===== src/rtl/fmm_pkg.sv =====
package fmm_pkg;

  localparam int unsigned EXP_W  = 8;
  localparam int unsigned FRAC_W = 23;
  localparam int unsigned FP_W   = EXP_W + FRAC_W + 1;
  localparam int unsigned MAG_W  = FP_W - 1;

  typedef logic [FP_W-1:0] fp_t;

  typedef enum logic {
    OP_MIN = 1'b0,
    OP_MAX = 1'b1
  } fmm_op_e;

  // exponent all ones with a nonzero fraction
  function automatic logic fp_is_nan(input fp_t x);
    return (&x[MAG_W-1:FRAC_W]) && (|x[FRAC_W-1:0]);
  endfunction

  // zero of either sign
  function automatic logic fp_is_zero(input fp_t x);
    return ~|x[MAG_W-1:0];
  endfunction

  // strict sign-magnitude "x below y"; both-zero is never ordered
  function automatic logic fp_below(input fp_t x, input fp_t y);
    logic sx, sy;
    sx = x[FP_W-1];
    sy = y[FP_W-1];
    if (fp_is_zero(x) && fp_is_zero(y)) return 1'b0;
    if (sx != sy)                       return sx;
    if (!sx)                            return x[MAG_W-1:0] < y[MAG_W-1:0];
    return x[MAG_W-1:0] > y[MAG_W-1:0];
  endfunction

endpackage


===== src/rtl/fmm_lane.sv =====
module fmm_lane
  import fmm_pkg::*;
(
  input  fp_t     a_i,
  input  fp_t     b_i,
  input  fmm_op_e op_i,
  output fp_t     y_o,
  output logic    nan_hit_o,
  output logic    zero_tie_o,
  output logic    a_wins_o
);

  logic a_lt_b;
  logic b_lt_a;

  always_comb begin
    nan_hit_o  = fp_is_nan(a_i) || fp_is_nan(b_i);
    zero_tie_o = fp_is_zero(a_i) && fp_is_zero(b_i);
    a_lt_b     = fp_below(a_i, b_i);
    b_lt_a     = fp_below(b_i, a_i);
    // A is chosen only when strictly favoured; every other case falls to B
    if (nan_hit_o)          a_wins_o = 1'b0;
    else if (op_i == OP_MAX) a_wins_o = b_lt_a;
    else                     a_wins_o = a_lt_b;
    y_o = a_wins_o ? a_i : b_i;
  end

endmodule


===== src/rtl/fmm_array.sv =====
module fmm_array
  import fmm_pkg::*;
#(
  parameter int unsigned LANES = 4,
  localparam int unsigned VEC_W = LANES * FP_W
)(
  input  logic [VEC_W-1:0] a_i,
  input  logic [VEC_W-1:0] b_i,
  input  fmm_op_e          op_i,
  input  logic             scalar_i,
  output logic [VEC_W-1:0] y_o,
  output logic [LANES-1:0] nan_vec_o,
  output logic [LANES-1:0] tie_vec_o,
  output logic [LANES-1:0] a_win_vec_o
);

  for (genvar g = 0; g < LANES; g++) begin : g_lane
    fp_t lane_y;

    fmm_lane u_lane (
      .a_i        (a_i[g*FP_W +: FP_W]),
      .b_i        (b_i[g*FP_W +: FP_W]),
      .op_i       (op_i),
      .y_o        (lane_y),
      .nan_hit_o  (nan_vec_o[g]),
      .zero_tie_o (tie_vec_o[g]),
      .a_wins_o   (a_win_vec_o[g])
    );

    if (g == 0) begin : g_low
      assign y_o[g*FP_W +: FP_W] = lane_y;
    end else begin : g_high
      // scalar mode passes the first operand through on upper lanes
      assign y_o[g*FP_W +: FP_W] = scalar_i ? a_i[g*FP_W +: FP_W] : lane_y;
    end
  end

endmodule


===== src/rtl/fmm_unit.sv =====
module fmm_unit
  import fmm_pkg::*;
#(
  parameter int unsigned LANES      = 4,
  parameter bit          REGISTERED = 1'b1,
  localparam int unsigned VEC_W     = LANES * FP_W
)(
  input  logic             clk,
  input  logic             rst_n,
  input  logic             in_valid,
  input  logic             op_max,
  input  logic             scalar,
  input  logic [VEC_W-1:0] a,
  input  logic [VEC_W-1:0] b,
  output logic             out_valid,
  output logic [VEC_W-1:0] result
);

  fmm_op_e          op_sel;
  logic [VEC_W-1:0] comb_y;
  logic [LANES-1:0] nan_vec;
  logic [LANES-1:0] tie_vec;
  logic [LANES-1:0] a_win_vec;

  assign op_sel = op_max ? OP_MAX : OP_MIN;

  fmm_array #(.LANES(LANES)) u_array (
    .a_i         (a),
    .b_i         (b),
    .op_i        (op_sel),
    .scalar_i    (scalar),
    .y_o         (comb_y),
    .nan_vec_o   (nan_vec),
    .tie_vec_o   (tie_vec),
    .a_win_vec_o (a_win_vec)
  );

  // lane 0 result always equals one of its inputs
  p_pick_input_r1: assert property (@(posedge clk) disable iff (!rst_n)
    in_valid |-> (comb_y[FP_W-1:0] == a[FP_W-1:0]) || (comb_y[FP_W-1:0] == b[FP_W-1:0]));

  // a NaN never lets A win
  p_nan_no_a_r5: assert property (@(posedge clk) disable iff (!rst_n)
    in_valid && nan_vec[0] |-> !a_win_vec[0]);

  if (REGISTERED) begin : g_reg
    logic             vld_q;
    logic [VEC_W-1:0] res_q;

    always_ff @(posedge clk or negedge rst_n) begin
      if (!rst_n) begin
        vld_q <= 1'b0;
        res_q <= '0;
      end else begin
        vld_q <= in_valid;
        if (in_valid) res_q <= comb_y;
      end
    end

    assign out_valid = vld_q;
    assign result    = res_q;

    p_valid_follow_r9: assert property (@(posedge clk) disable iff (!rst_n)
      in_valid |=> out_valid);
    p_valid_drop_r9: assert property (@(posedge clk) disable iff (!rst_n)
      !in_valid |=> !out_valid);
    p_hold_r10: assert property (@(posedge clk) disable iff (!rst_n)
      !in_valid |=> $stable(result));
    p_scalar_upper_r4: assert property (@(posedge clk) disable iff (!rst_n)
      in_valid && scalar |=> result[VEC_W-1:FP_W] == $past(a[VEC_W-1:FP_W]));
    p_nan_b_r5: assert property (@(posedge clk) disable iff (!rst_n)
      in_valid && nan_vec[0] |=> result[FP_W-1:0] == $past(b[FP_W-1:0]));
    p_tie_b_r6: assert property (@(posedge clk) disable iff (!rst_n)
      in_valid && tie_vec[0] |=> result[FP_W-1:0] == $past(b[FP_W-1:0]));
  end else begin : g_comb
    assign out_valid = in_valid;
    assign result    = comb_y;
  end

endmodule


===== config.mk =====
export PLATFORM = sky130hd
export DESIGN_NAME = fmm_unit
export DESIGN_NICKNAME = d
export VERILOG_FILES = /design/src/rtl/fmm_pkg.sv /design/src/rtl/fmm_lane.sv /design/src/rtl/fmm_array.sv /design/src/rtl/fmm_unit.sv
export SDC_FILE = /design/constraint.sdc
export NUM_CORES = 1
export LEC_CHECK = 0
export CAP_MARGIN = 10
export CORE_MARGIN = 2
export CORE_UTILIZATION = 45
export DETAILED_ROUTE_END_ITERATION = 12
export PLACE_DENSITY = 0.79
export SETUP_SLACK_MARGIN = 0.4
export SLEW_MARGIN = 5
export SYNTH_ARGS = -nofsm -noshare
export SYNTH_HDL_FRONTEND = slang
export SYNTH_SLANG_ARGS = --single-unit

===== constraint.sdc =====
create_clock -name clk -period 0.8 [get_ports clk]
set_input_delay 0.16 -clock clk [delete_from_list [all_inputs] [get_ports clk]]
set_output_delay 0.16 -clock clk [all_outputs]
set_load 0.05 [all_outputs]

==> key figures, run 1 <==
Logic synthesis
  • Synth area leaders: dfrtp_1, ha_1, nor4_1
  • Synth cell count leaders: nor2_1, nor4_1, dfrtp_1
  • Cells after Synth: 1460
  • Ys flop type: dfrtp_1
  • Seq cells post-synth: 129
  • Post-Syn Area: ~0.011 mm2
  • Post-synthesis sequential area ratio: about 28%
  • Async set or reset register ratio after synthesis: 100.0%
  • Synth top area share: 28.11%
  • Netlist cell types: 44
  • Synth area leader: dfrtp_1
  • Syn_nets: approximately 1800
  • Post-synth EDFFs: 0
  • YS warnings: 0
  • Avg Cell Area, Syn: a little under 8 um2

Floorplanning
  • # rows: 58
  • Die width: 163.7 um
  • Die Span Y: ~160 um
  • Top Ports: 390
  • Starting Density: 45.73%

STA
  • Worst EP post-GRT repair: result[16]$_DFFE_PN0P_/D
  • Kind of the worst endpoint: sequential cell input

Placed design
  • Placed Instances: approximately 2400
  • Dpl hpwl: ~42000 um
  • PortBufs: a little under 400
  • GPL Wtd Cong: slightly below 1

Run status
  • Outcome: stopped before the end
  • Exit stage: global routing (5_1_grt)
  • Error msg: [ERROR GRT-0232] Routing congestion too high. Check the congestion heatmap in the GUI.

Clocking
  • Clock Tree Buf Depth: 2
  • CTS Buf Count: 17
  • Num Clock Sinks: ~130
  • H-tree depth: 4
  • Root Buffer: clkbuf_16

GRT
  • Largest net degree at the start of global routing: 62
  • Remaining global-route overflow: ~220
  • Tot GR Track Use: ~87%
==> through the flow <==
| stage | area [um2] | worst slack (ps) |
|---|---|---|
| after detailed placement | 20440 | -2164 |
| after floorplan | 12760 | -1319 |
| after CTS | 22800 | -1296 |
| after global placement | 20440 | -2067 |
==> repair_timing <==
action                                 CTS
cloned                                  14
resized for setup                      872
pin swaps                              197
buffers inserted                        53
endpoints found under the hold margin  129
setup endpoints to repair              257
==> metal layers <==
layer / GRT overflow / GRT usage (%)
met5: 1 / 46.02
met4: 111 / 91.03
met3: 9 / 80.88
met2: 93 / 97.94
met1: 4 / 84.64
==> cells by family after synthesis <==
family / Yosys count / share of synthesized area (%)
buffers and inverters: 248 / 8.619
AO/OA/AOI/OAI: 475 / 27.70
flip-flops: 129 / 28.11
AND/OR/NAND/NOR: 476 / 21.44
adder cells (fa/ha/maj): 124 / 13.51
XOR/XNOR: 8 / 0.6102
==> run 2: changes to the inputs <==
Settings changed: CORE_UTILIZATION 45 to 30, PLACE_DENSITY 0.79 to default, PLACE_DENSITY_LB_ADDON from default to 0.15, SETUP_SLACK_MARGIN 0.4 to default.
==> run 2 against run 1 <==
The flow now finishes, with violations (hold timing, setup timing); synthesized cell count unchanged; synthesized area stayed put.
==> key figures, run 2 <==
Layout
  • Area delta synth->final: 136.7%
  • Nets: 2724
  • Final core utilization: 72.16%
  • Most common cell after layout, fill and taps aside: buf_4
  • Largest register FFs: 128
  • Layout cells sized above 1: 66.84%
  • Fill cells: 2495
  • Layout Cells excl Fill: 2866
  • Most frequent cells in the layout: buf_4, buf_12, buf_6

STA
  • Final Max Tran Viols: 0
  • Relative slew slack: slightly above 60%
  • Setup-failing EPs final: roughly 260
  • Final clock skew: 0 ps
  • Final min period: ~2200 ps
  • Final setup margin: -1358 ps
  • Max Clk Rate: roughly 460 MHz
  • Final Hold Fails: 2
  • Final Hold Slack: -4.119 ps
  • Measured slew at the worst slew-check pin: 568.4 ps
  • RSZ-0062 raised after global routing: true
  • Fin crit share: 269.8%

Logic synthesis
  • Netlist cell types: 44
  • YS warnings: 0
  • Avg Cell Area, Syn: 7.865 um2
  • Post-synth EDFFs: 0
  • Async set or reset register ratio after synthesis: 100.0%
  • Post-synthesis sequential area ratio: 28.11%
  • Syn_nets: 1845
  • Synth cell count leaders: nor2_1, nor4_1, dfrtp_1
  • Post-Syn Area: between 0.01 and 0.015 mm2
  • Synth area leader: dfrtp_1
  • Cells after Synth: 1460
  • Ys flop type: dfrtp_1
  • Synth area leaders: dfrtp_1, ha_1, nor4_1
  • Synth top area share: ~28%
  • Seq cells post-synth: 129

Clocking
  • CTS tree: yes
  • Num Clock Sinks: 129
  • CTS Buf Count: 17
  • Worst skew pair latency: 460 ps
  • H-tree depth: 4
  • Clock Tree Buf Depth: 2
  • Root Buffer: clkbuf_16
  • Clock slew at reported path FFs: 60 ps

Worst setup path
  • WP depth: 14
  • WP data required: 1130 ps
  • CP Launch Type: input pin
  • Worst reg-to-reg path cell count: 4
  • CP Data Arrival Time: about 2500 ps
  • R2R Setup Slk: -210 ps
  • Crit-path max FO: 5
  • Worst-path cell chain: buf_8 -> inv_4 -> ha_4 -> buf_4 -> a21oi_1 -> a21boi_0 -> a211oi_2 -> buf_4 -> a21oi_4 -> or3_4 -> buf_12 -> buf_16 -> o211ai_1 -> a31oi_2
  • CP Capture Type: flip-flop
  • Crit path largest cell delay: 430 ps
  • Setup CP Type: in -> reg
  • Delay-heaviest family, CP: compound AO/OA/AOI/OAI gates
  • CP max-delay cell: or3_4
  • Worst path most repeated cell: buf_4
  • CP Buf/Inv Count: 6

Power
  • Cell Pwr Density: 1519 mW/mm2
  • Peak VDD IR: 1655 uV
  • Total power: between 40 and 50 mW
  • Leakage: 11.13 nW

GRT
  • Tot GR Track Use: 32.86%
  • Vias in the first global route: 17743
  • Largest net degree at the start of global routing: 65
  • Initial antenna violation count: 2
  • Remaining global-route overflow: 0
  • First-pass GRT wire length: approximately 100000 um

Floorplanning
  • # rows: 71
  • Die Span Y: 199.6 um
  • Core area: between 0.03 and 0.04 mm2
  • Top Ports: 390
  • Die width: 199.6 um
  • Starting Density: 30.48%
  • Die footprint: 0.03985 mm2

Routing
  • Routed WL per cell: 24.32 um
  • Via count: 17105
  • DRC violations left: 0
  • ANT nets after route: 0
  • Routed wire length: 69700 um
  • Drt first pass iters: 5
  • Initial detailed-routing violation count: 1164
  • Avg Vias per Cell: 5.968

Run status
  • Outcome: finished with violations
  • Violated checks: hold timing, setup timing

Placed design
  • PortBufs: between 300 and 400
  • GPL Wtd Cong: ~0.90
  • Placed Instances: 2552
  • Dpl hpwl: between 40000 and 50000 um

Job
  • # Max-Cap Violations: 0

Min path
  • WHS Path Cells: 3
  • HP Class: in -> reg
==> run 2: report_power, final <==
group | total (mW) | switching [mW] | internal (mW) | leakage [nW]
Combinational | 23.0 | 11.5 | 11.5 | 9.37
Clock | 9.54 | 3.62 | 5.92 | 0.322
Sequential | 8.73 | 1.21 | 7.52 | 1.43
==> run 2: final cells by class <==
cell class	count	area, um2	share of cell area [%]
inverter	129	614.3	2.260
multi-input combinational	1083	11160	41.06
antenna	3	7.507	0.02762
clock inverter	14	235.2	0.8655
sequential	129	3234	11.90
timing repair buffer	979	10850	39.92
tap	511	639.4	2.352
clock buffer	18	439.2	1.616
==> run 2: logic make-up (layout without fill, tap and decap cells) <==
family                     after synthesis  count (layout)  share of synthesized area [%]
AOI/OAI and AO/OA                      475             475                          27.70
xor gates and xnor gates                 8               8                         0.6102
adders and majority gates              124             124                          13.51
buffers and inverters                  248            1140                          8.619
DFF                                    129             129                          28.11
other                                    0               3                              0
and+or+nand+nor                        476             476                          21.44
==> run 2: timing repair <==
action,in CTS,in global routing
hold buffers,15,1
cloned,45,0
setup endpoints to repair,257,257
pin swaps,409,284
gates resized for setup,1696,320
setup buffers,167,72
hold endpoints to repair,141,1
==> run 2: metal layers <==
| metal | GRT usage [%] | wire length (um) |
|---|---|---|
| met5 | 0 | 13 |
| met3 | 6.920 | 5829 |
| met4 | 16.60 | 3423 |
| met1 | 38.80 | 26070 |
| met2 | 56.24 | 34370 |
==> run 2: tightest hold or removal path, stage by stage <==
cell and delay [ps]:
buf_6 110, o211ai_1 70, a31oi_1 80
==> run 2: final timing paths <==
kind / to / startpoint
min: result[114] / b[114]
min reg2reg: result[103] / result[103]
max: result[111] / a[125]
max in group asynchronous: result[95] / rst_n
min in group asynchronous: result[92] / rst_n
max reg2reg: result[84] / result[84]
==> run 2: per-stage QoR <==
stage	hold slack (ps)	area [um2]	worst slack (ps)	setup TNS (ps)
floorplan	-135.6	12600	-1319	-157020
global placement	66.54	20400	-2352	-269530
detailed placement	70.91	20400	-2322	-271730
CTS	1.046	25670	-1213	-194810
global route	0.3519	27170	-1426	-216300
finish	-4.119	27180	-1358	-207230
Power figures use the tool's default switching activity.
